$ cat src/rtl/xlm_pkg.sv
package xlm_pkg;

    localparam int MSG_W = 3;

    typedef enum logic [2:0] {
        MSG_NONE    = 3'd0,
        MSG_INQ     = 3'd1,
        MSG_APPROVE = 3'd2,
        MSG_DENY    = 3'd3,
        MSG_REQ     = 3'd4,
        MSG_DONE    = 3'd5
    } msg_e;

    typedef enum logic [3:0] {
        ST_IDLE,
        ST_POLL,
        ST_WAIT_REQ,
        ST_MC_OFF,
        ST_PIN_LINK,
        ST_WAIT_UP,
        ST_TX_OFF,
        ST_WAIT_DN,
        ST_PIN_MEM,
        ST_MC_ON
    } state_e;

    typedef struct packed {
        logic track;
        logic rx_on_all;
        logic rx_off_gate;
        logic tx_on_gate;
        logic tx_off_all;
    } lane_ctl_t;

    function automatic msg_e reply_for(logic want_multi, logic mode_multi);
        return (want_multi != mode_multi) ? MSG_APPROVE : MSG_DENY;
    endfunction

    function automatic state_e commit_state(logic mode_multi);
        return mode_multi ? ST_TX_OFF : ST_MC_OFF;
    endfunction

endpackage

$ cat src/rtl/xlm_wait_timer.sv
module xlm_wait_timer #(
    parameter int TIMEOUT = 8
) (
    input  logic clk,
    input  logic rst,
    input  logic run,
    output logic expired
);
    localparam int CW = $clog2(TIMEOUT + 1);

    logic [CW-1:0] cnt;

    assign expired = run && (cnt == CW'(TIMEOUT));

    always_ff @(posedge clk) begin
        if (rst || !run) begin
            cnt <= '0;
        end else if (!expired) begin
            cnt <= cnt + CW'(1);
        end
    end
endmodule

$ cat src/rtl/xlm_peer_slot.sv
module xlm_peer_slot
    import xlm_pkg::*;
(
    input  logic             clk,
    input  logic             rst,
    input  logic             vld,
    input  logic [MSG_W-1:0] typ,
    input  lane_ctl_t        ctl,
    output logic             inq,
    output logic             req,
    output logic             approved,
    output logic             denied,
    output logic             done,
    output logic             rx_en,
    output logic             tx_en
);
    logic approve_q;
    logic done_q;
    logic approve_now;
    logic done_now;

    assign inq         = vld && (typ == MSG_INQ);
    assign req         = vld && (typ == MSG_REQ);
    assign denied      = vld && (typ == MSG_DENY);
    assign approve_now = vld && (typ == MSG_APPROVE);
    assign done_now    = ctl.track && vld && (typ == MSG_DONE);
    assign approved    = approve_q || approve_now;
    assign done        = done_q || done_now;

    always_ff @(posedge clk) begin
        if (rst || !ctl.track) begin
            approve_q <= 1'b0;
            done_q    <= 1'b0;
        end else begin
            if (approve_now) approve_q <= 1'b1;
            if (done_now)    done_q    <= 1'b1;
        end
    end

    always_ff @(posedge clk) begin
        if (rst) begin
            rx_en <= 1'b0;
            tx_en <= 1'b0;
        end else begin
            if (ctl.rx_on_all)                rx_en <= 1'b1;
            else if (ctl.rx_off_gate && done) rx_en <= 1'b0;
            if (ctl.tx_off_all)               tx_en <= 1'b0;
            else if (ctl.tx_on_gate && done)  tx_en <= 1'b1;
        end
    end
endmodule

$ cat src/rtl/xlm_sequencer.sv
module xlm_sequencer
    import xlm_pkg::*;
#(
    parameter int NPEER = 3
) (
    input  logic                   clk,
    input  logic                   rst,
    input  logic                   is_launcher,
    input  logic                   eval_tick,
    input  logic                   want_multi,
    input  logic [NPEER-1:0]       inq_vec,
    input  logic                   req_any,
    input  logic                   appr_all,
    input  logic                   deny_any,
    input  logic                   done_all,
    input  logic                   expired,
    input  logic                   mc_ack,
    input  logic                   pin_ack,
    output state_e                 state,
    output lane_ctl_t              ctl,
    output logic [NPEER-1:0]       out_vld,
    output logic [MSG_W*NPEER-1:0] out_typ,
    output logic                   mc_off,
    output logic                   pin_sel,
    output logic                   mode_multi
);
    localparam logic [NPEER-1:0] LSB_ONE = NPEER'(1);

    logic [NPEER-1:0] inq_pick;
    msg_e             reply;

    assign inq_pick = inq_vec & ((~inq_vec) + LSB_ONE);
    assign reply    = reply_for(want_multi, mode_multi);

    always_comb begin
        ctl.track       = (state != ST_IDLE);
        ctl.rx_on_all   = (state == ST_PIN_LINK) && pin_ack;
        ctl.rx_off_gate = (state == ST_WAIT_DN);
        ctl.tx_on_gate  = (state == ST_WAIT_UP);
        ctl.tx_off_all  = (state == ST_TX_OFF);
    end

    always_ff @(posedge clk) begin
        if (rst) begin
            state      <= ST_IDLE;
            out_vld    <= '0;
            out_typ    <= '0;
            mc_off     <= 1'b0;
            pin_sel    <= 1'b0;
            mode_multi <= 1'b0;
        end else begin
            out_vld <= '0;
            unique case (state)
                ST_IDLE: begin
                    if (is_launcher) begin
                        if (eval_tick && (want_multi != mode_multi)) begin
                            out_vld <= '1;
                            out_typ <= {NPEER{MSG_INQ}};
                            state   <= ST_POLL;
                        end
                    end else if (|inq_vec) begin
                        out_vld <= inq_pick;
                        out_typ <= {NPEER{reply}};
                        if (reply == MSG_APPROVE) state <= ST_WAIT_REQ;
                    end
                end
                ST_POLL: begin
                    if (deny_any || expired) begin
                        state <= ST_IDLE;
                    end else if (appr_all) begin
                        out_vld <= '1;
                        out_typ <= {NPEER{MSG_REQ}};
                        state   <= commit_state(mode_multi);
                        if (!mode_multi) mc_off <= 1'b1;
                    end
                end
                ST_WAIT_REQ: begin
                    if (req_any) begin
                        state <= commit_state(mode_multi);
                        if (!mode_multi) mc_off <= 1'b1;
                    end else if (expired) begin
                        state <= ST_IDLE;
                    end
                end
                ST_MC_OFF: begin
                    if (mc_ack) begin
                        pin_sel <= 1'b1;
                        state   <= ST_PIN_LINK;
                    end
                end
                ST_PIN_LINK: begin
                    if (pin_ack) begin
                        out_vld <= '1;
                        out_typ <= {NPEER{MSG_DONE}};
                        state   <= ST_WAIT_UP;
                    end
                end
                ST_WAIT_UP: begin
                    if (done_all) begin
                        mode_multi <= 1'b1;
                        state      <= ST_IDLE;
                    end
                end
                ST_TX_OFF: begin
                    out_vld <= '1;
                    out_typ <= {NPEER{MSG_DONE}};
                    state   <= ST_WAIT_DN;
                end
                ST_WAIT_DN: begin
                    if (done_all) begin
                        pin_sel <= 1'b0;
                        state   <= ST_PIN_MEM;
                    end
                end
                ST_PIN_MEM: begin
                    if (pin_ack) begin
                        mc_off <= 1'b0;
                        state  <= ST_MC_ON;
                    end
                end
                ST_MC_ON: begin
                    if (mc_ack) begin
                        mode_multi <= 1'b0;
                        state      <= ST_IDLE;
                    end
                end
                default: state <= ST_IDLE;
            endcase
        end
    end
endmodule

$ cat src/rtl/xlink_mode_agent.sv
module xlink_mode_agent
    import xlm_pkg::*;
#(
    parameter int NPEER   = 3,
    parameter int TIMEOUT = 8
) (
    input  logic                   clk,
    input  logic                   rst,
    input  logic                   is_launcher,
    input  logic                   eval_tick,
    input  logic                   want_multi,
    input  logic [NPEER-1:0]       msg_in_vld,
    input  logic [3*NPEER-1:0]     msg_in_typ,
    input  logic                   mc_ack,
    input  logic                   pin_ack,
    output logic [NPEER-1:0]       msg_out_vld,
    output logic [3*NPEER-1:0]     msg_out_typ,
    output logic                   mc_off,
    output logic                   pin_sel,
    output logic [NPEER-1:0]       rx_en,
    output logic [NPEER-1:0]       tx_en,
    output logic                   mode_multi,
    output logic                   busy
);
    state_e           state;
    lane_ctl_t        ctl;
    logic [NPEER-1:0] inq_v, req_v, appr_v, deny_v, done_v;
    logic             expired;

    for (genvar p = 0; p < NPEER; p++) begin : g_peer
        xlm_peer_slot slot_i (
            .clk      (clk),
            .rst      (rst),
            .vld      (msg_in_vld[p]),
            .typ      (msg_in_typ[MSG_W*p +: MSG_W]),
            .ctl      (ctl),
            .inq      (inq_v[p]),
            .req      (req_v[p]),
            .approved (appr_v[p]),
            .denied   (deny_v[p]),
            .done     (done_v[p]),
            .rx_en    (rx_en[p]),
            .tx_en    (tx_en[p])
        );
    end

    xlm_wait_timer #(.TIMEOUT(TIMEOUT)) timer_i (
        .clk     (clk),
        .rst     (rst),
        .run     ((state == ST_POLL) || (state == ST_WAIT_REQ)),
        .expired (expired)
    );

    xlm_sequencer #(.NPEER(NPEER)) seq_i (
        .clk         (clk),
        .rst         (rst),
        .is_launcher (is_launcher),
        .eval_tick   (eval_tick),
        .want_multi  (want_multi),
        .inq_vec     (inq_v),
        .req_any     (|req_v),
        .appr_all    (&appr_v),
        .deny_any    (|deny_v),
        .done_all    (&done_v),
        .expired     (expired),
        .mc_ack      (mc_ack),
        .pin_ack     (pin_ack),
        .state       (state),
        .ctl         (ctl),
        .out_vld     (msg_out_vld),
        .out_typ     (msg_out_typ),
        .mc_off      (mc_off),
        .pin_sel     (pin_sel),
        .mode_multi  (mode_multi)
    );

    assign busy = (state != ST_IDLE);
endmodule

$ cat config.mk
export PLATFORM = sky130hd
export DESIGN_NAME = xlink_mode_agent
export DESIGN_NICKNAME = d
export VERILOG_FILES = /design/src/rtl/xlm_pkg.sv /design/src/rtl/xlm_wait_timer.sv /design/src/rtl/xlm_peer_slot.sv /design/src/rtl/xlm_sequencer.sv /design/src/rtl/xlink_mode_agent.sv
export SDC_FILE = /design/constraint.sdc
export NUM_CORES = 1
export LEC_CHECK = 0
export BUFFER_PORTS_ARGS = -buffer_cell sky130_fd_sc_hd__buf_4
export CAP_MARGIN = 30
export CORE_AREA = 3 3 68 70
export CTS_CLUSTER_DIAMETER = 100
export DETAILED_ROUTE_END_ITERATION = 8
export DIE_AREA = 0 0 71 73
export PLACE_DENSITY = 0.66
export SYNTH_ARGS = -nofsm -noshare
export SYNTH_HDL_FRONTEND = slang
export SYNTH_SLANG_ARGS = --single-unit
export TNS_END_PERCENT = 10
$ cat constraint.sdc
create_clock -name clk -period 4.8 [get_ports clk]
set_input_delay 0.24 -clock clk [delete_from_list [all_inputs] [get_ports clk]]
set_output_delay 0.24 -clock clk [all_outputs]
set_load 0.05 [all_outputs]
==> Word-level counts from Yosys, hierarchy flattened <==
Index checks and enable logic that the tools add are counted.
{ "word_totals": {"elab_cells": 172, "out_inout_bits": 22, "input_bits": 19, "ff_bits": 35} }
{ "classes": {"n_bitwise": 2, "muxes": 49, "n_reduce_logical": 59, "n_eq_ne": 41, "addsub": 2} }
{ "ops": {"columns": ["cell", "n"], "rows": [
  ["4-bit two-way mux", 14],
  ["9-bit two-way mux", 6],
  ["4-bit case mux with 10 select lines", 1],
  ["9-bit case mux with 4 select lines", 1],
  ["1-bit logical AND", 27],
  ["3-bit by 2-bit equality test with 1-bit output (second input constant)", 7],
  ["3-bit two-way mux", 7],
  ["3-bit equality test (second input constant)", 6],
  ["4-bit by 3-bit equality test with 1-bit output (second input constant)", 4],
  ["1-bit two-way mux", 16],
  ["4-bit equality test (second input constant)", 3],
  ["3-bit case mux with 4 select lines", 1],
  ["3-bit AND reduction", 4],
  ["11-bit AND reduction", 1],
  ["1-bit logical OR", 10],
  ["2-bit != test (second input constant)", 5],
  ["2-bit nonzero test", 5],
  ["3-bit by 1-bit equality test with 1-bit output (second input constant)", 3],
  ["3-bit by 2-bit != test with 1-bit output (second input constant)", 3],
  ["3-bit OR reduction", 3],
  ["4-bit by 2-bit equality test with 1-bit output (second input constant)", 2],
  ["2-bit by 1-bit != test with 1-bit output (second input constant)", 4],
  ["4-bit nonzero test", 2],
  ["3-bit by 1-bit != test with 1-bit output (second input constant)", 2],
  ["14 further kinds", 16]
]} }

==> Depth between registers and ports, before layout <==
{ "depth": {"depth_word": 8, "depth_mapped": 8, "mapped_depth_nobuf": 8} }

==> Cells and area by module <==
Synthesis repeated with hierarchy kept, for this count alone.
{ "unflattened": {"cells_unflattened": 250, "area_unflattened_um2": 2013.2} }
{ "modules_own_cells": {"columns": ["module", "cells_per_inst", "instances", "area_per_inst_um2", "seq_area_each_um2"], "rows": [
  ["xlm_sequencer", 137, 1, 1024.7, 260.2],
  ["xlm_peer_slot", 28, 3, 234.0, 80.1],
  ["xlm_wait_timer", 22, 1, 240.2, 80.1],
  ["xlink_mode_agent", 7, 1, 46.3, 0.0]
]} }

==> Worst setup path after synthesis <==
OpenSTA, ideal clock, no wires.
{ "synth_path": {"kind": "reg2reg", "startpoint": "register seq_i.state[3]", "endpoint": "register seq_i.state[3]", "t_arrival_ps": 2008, "setup_ps": 117, "t_required_ps": 4683, "path_stages_with_launch": 9, "path_buffers": 2, "slack_ps": 2675, "cell_sequence": "dfxtp_1 or4_1 buf_2 or2_1 o221ai_2 a221oi_2 and3_4 buf_6 a32o_1"} }
{ "synth_via": {"elab_chain_len": 7, "word_cells_on_any_way": 38, "classes_between": "20 x eq/ne; 2 x mux; 16 x reduce/logical"} }
{ "synth_rtl": {"columns": ["item", "line", "text"], "rows": [
  ["start: declaration", "xlm_sequencer.sv:19", "output state_e state,"],
  ["start signal: assignment", "xlm_sequencer.sv:73", "state <= commit_state(mode_multi);"],
  ["start signal: assignment", "xlm_sequencer.sv:79", "state <= commit_state(mode_multi);"],
  ["4-bit nonzero test (*)", null, null],
  ["net busy", "xlink_mode_agent.sv:23", "output logic busy"],
  ["1-bit logical AND (2 in series)", "xlm_peer_slot.sv:26", "assign done_now = ctl.track && vld && (typ == MSG_DONE);"],
  ["1-bit logical OR", "xlm_peer_slot.sv:28", "assign done = done_q || done_now;"],
  ["3-bit AND reduction (*)", "xlink_mode_agent.sv:64", ".done_all (&done_v),"],
  ["2-bit by 1-bit != test with 1-bit output (no source line)", null, null],
  ["11-bit AND reduction (no source line) (*)", null, null]
]} }
The timed path passes the listed nets; every way through them passes the cells marked *.
A chain may end at the register's enable or synchronous reset.

==> Worst setup path after layout <==
{ "layout_path": {"startpoint": "register seq_i.state[1]", "endpoint": "register seq_i.state[3]"} }
{ "layout_via": {"elab_chain_len": 7, "word_cells_on_any_way": 38, "classes_between": "20 x eq/ne; 2 x mux; 16 x reduce/logical"} }
{ "layout_rtl": {"columns": ["item", "line", "text"], "rows": [
  ["4-bit nonzero test", "xlm_sequencer.sv:36", "ctl.track = (state != ST_IDLE);"],
  ["1-bit logical AND (2 in series)", "xlm_peer_slot.sv:26", null],
  ["1-bit logical OR", "xlm_peer_slot.sv:28", null],
  ["3-bit AND reduction", "xlink_mode_agent.sv:64", null],
  ["2-bit by 1-bit != test with 1-bit output (no source line)", null, null],
  ["11-bit AND reduction (no source line)", null, null]
]} }
Several ways; a longest one is shown, not always the timed one.

==> parameters.txt <==
Parameter                              Value

Final layout
  Leading cell types in the layout, fill and taps excluded ... buf_4, dfxtp_1, nor2_1
  Design Area, Final ... 0.00211 sq mm
  Commonest non-fill, non-tap cell in the layout ... buf_4
  Area added between synthesis and finish ... 17.1%
  Net count, final ... 274
  Final design utilization ... 52.3%
  ANT cells ... 0
  Ratio of cells with drive above 1 in the final layout ... 20.9%
  Number of fillers in the final layout ... 403

Job
  Total of max-cap violations ... 0

STA
  Worst max-slew margin expressed relative to the limit ... 54.2%
  Min Tclk post-route ... between 2 and 2.5 ns
  Setup slack after layout ... 2.44 ns
  Setup TNS ... 0 ns
  Final critical-path share of the clock period ... 49.2%
  Count of final hold-check violations ... 0
  Count of final setup violators ... 0
  Transition time of the tightest slew-check pin ... a little under 0.7 ns
  Max Fclk ... 424 MHz
  Max-slew violation count ... 0
  RSZ-0062 raised after global routing ... false
  Largest clock skew in the final design ... between 0.01 and 0.015 ns

Setup path
  Critical path data required time ... 4.98 ns
  Largest driver fanout on the critical path ... 21
  Setup crit start kind ... register
  Type of element capturing the critical path ... register
  CP max-delay cell ... or4_1
  Slowest cell delay on critical path ... roughly 0.74 ns
  Setup Crit Path Kind ... register to register
  Reg-to-reg setup timing slack ... 2.44 ns
  Series of cell instances along the critical path ... or4_1 > or2_1 > o221ai_2 > a221oi_2 > and3_4 > a32o_1
  Worst r2r src ... seq_i.state[1]
  Worst Setup SP ... seq_i.state[1]
  CP arrival ... 2.54 ns

Synth
  Flip-flop and latch count after synthesis ... 29
  Area contributors post-synth ... dfxtp_1, a21oi_1, nor2_1
  Sequential share of the synthesized area ... 32.3%
  Main synth FF type ... dfxtp_1
  Net Count, Synth ... 249
  Portion of synthesized cell area occupied by the leading cell type ... 32.3%
  Post-synthesis average cell area ... ~7.9 sq um
  Number of flops mapped to enable cells by yosys ... 0
  Asr flop ratio synth ... 0%
  Yosys top cell by area ... dfxtp_1
  Distinct cell type count after synthesis ... 49
  Count of mapped cells out of synthesis ... 228
  Post-synthesis cell area ... 0.00180 sq mm
  Number of synthesis warnings ... 0

Power
  Largest vdd supply drop ... roughly 0.0004 V
  PwrDens ... 464 mW/mm^2
  Leakage power ... 0.843 nW
  Total power ... 0.978 mW

Global routing
  Antenna violations before repair ... 0
  Global-route wire length before repair ... 7310 microns
  Number of global-route vias before repair ... 1511
  GRT Resource Usage Total ... 18.1%
  Maximum number of pins on one net before global-route repair ... 22
  Total congestion overflow ... 0

Place
  Setup slack after placement ... 2.48 ns
  Final weighted congestion in routability-driven placement ... 0.935
  HPWL after detailed placement ... approximately 3400 microns
  Buffers added on ports ... 40
  Placed cell areas ... 0.00202 sq mm

Worst hold path
  Critical hold path startpoint ... rst
  Type of the worst min-delay path ... input port to register

Clock tree
  Cts bufs inserted ... 5
  Maximum clock path buffer count ... 2
  CTS hold repair buffers ... 0
  Clock-pin transition on the worst setup and hold timing paths ... 0.07 ns
  Later-pin clock latency in the skew report ... 0.29 ns
  CTS H-tree depth ... 2
  # clock sinks ... 29
  Clock root cell ... clkbuf_8
  TritonCTS clock tree ... built
  Setup repair bufs after CTS ... 0
  Number of gates resized after CTS ... 0

Route
  1st-iter DRT viols ... 199
  Residual DRC ... 0
  Via/cell ratio ... between 5 and 6
  Detailed Routing Iterations Pass 1 ... 4
  Routed len/inst ... 15.0 microns
  Total vias in the final route ... 1752
  Overall routed net length ... 4560 microns
  Remaining antenna violation count ... 0

Floorplan
  Overall die width ... approximately 70 microns
  Count of standard-cell rows ... 23
  I/O pin total ... 41
  Die Y ... approximately 73 microns
  CORE AREA ... between 0.004 and 0.005 sq mm
  Effective utilization at floorplan ... between 40 and 50%
  Total die area ... 0.00518 sq mm

Outcome
  Run status ... complete, no violations
[worst paths after layout]
path	to	cells past startpoint
worst max-delay path	seq_i.state[3]	6
worst min-delay path	g_peer[0].slot_i.rx_en	2
worst max register to register	seq_i.state[3]	6
worst min register to register	g_peer[1].slot_i.approve_q	2
[sequential cells by signal, summed over array words and instances (netlist names)]
register / cells
seq_i.out_typ: 3
g_peer.slot_i.tx_en: 3
timer_i.cnt: 4
seq_i.mode_multi: 1
g_peer.slot_i.done_q: 3
g_peer.slot_i.approve_q: 3
seq_i.pin_sel: 1
seq_i.out_vld: 3
seq_i.state: 4
seq_i.mc_off: 1
g_peer.slot_i.rx_en: 3
[through the flow]
| step | hold WS (ns) | std cells |
|---|---|---|
| CTS | 0.229 | 304 |
| floorplan | 0.319 | 228 |
| global placement | 0.441 | 296 |
| global route | 0.238 | 304 |
| finish | 0.237 | 304 |
| detailed placement | 0.454 | 296 |
[Yosys cell counts (4+ instances only)]
| library cell | instances |
|---|---|
| nor4bb_1 | 6 |
| nand3_1 | 10 |
| buf_4 | 12 |
| o21ai_0 | 13 |
| clkbuf_1 | 6 |
| nand2_1 | 15 |
| nor2_1 | 26 |
| inv_1 | 12 |
| a21oi_1 | 21 |
| nor3_1 | 10 |
| mux2i_1 | 4 |
| a31oi_1 | 5 |
| dfxtp_1 | 29 |
[worst max-delay path: cells and delay by family, from the launching register on]
kind               cells  cell delay (ns)
and+or+nand+nor        3             1.27
DFF                    1             0.53
AOI/OAI and AO/OA      3             0.44
[per-layer routing]
| layer | part of all wire [%] | global-route usage, % | up-vias |
|---|---|---|---|
| met3 | 6.5 | 5.37 | 6 |
| met4 | 1.2 | 5.64 | 0 |
| met5 | 0 | 0 | - |
| met1 | 49 | 25.5 | 818 |
| met2 | 44 | 26.7 | 56 |
| li1 | - | - | 872 |
[area by class of cell]
type,instances,area (sq um),share of cell area [%]
clock buffer,6,72.6,3.45
tap,50,62.6,2.97
sequential,29,581,27.6
clock inverter,2,10.0,0.475
timing repair buffer,40,300,14.3
multi-input combinational,165,1030,49.1
inverter,12,45.0,2.14
[power breakdown]
| group | total (mW) | switching [mW] | internal, mW |
|---|---|---|---|
| sequential | 0.323 | 0.0530 | 0.270 |
| combinational | 0.460 | 0.297 | 0.163 |
| clock | 0.194 | 0.0940 | 0.100 |
| total | 0.978 | 0.444 | 0.533 |
[cell families (layout without fill, tap and decap cells)]
| family | Yosys count | count (layout) | share of synthesized area (%) |
|---|---|---|---|
| AOI/OAI and AO/OA | 59 | 59 | 21.2 |
| xor gates and xnor gates | 6 | 6 | 2.92 |
| muxes | 4 | 4 | 2.23 |
| and+or+nand+nor | 94 | 94 | 29.9 |
| adders and majority gates | 2 | 2 | 1.39 |
| buffers and inverters | 34 | 60 | 10.2 |
| DFF | 29 | 29 | 32.3 |
No activity file was read; power rests on OpenSTA's default activity.
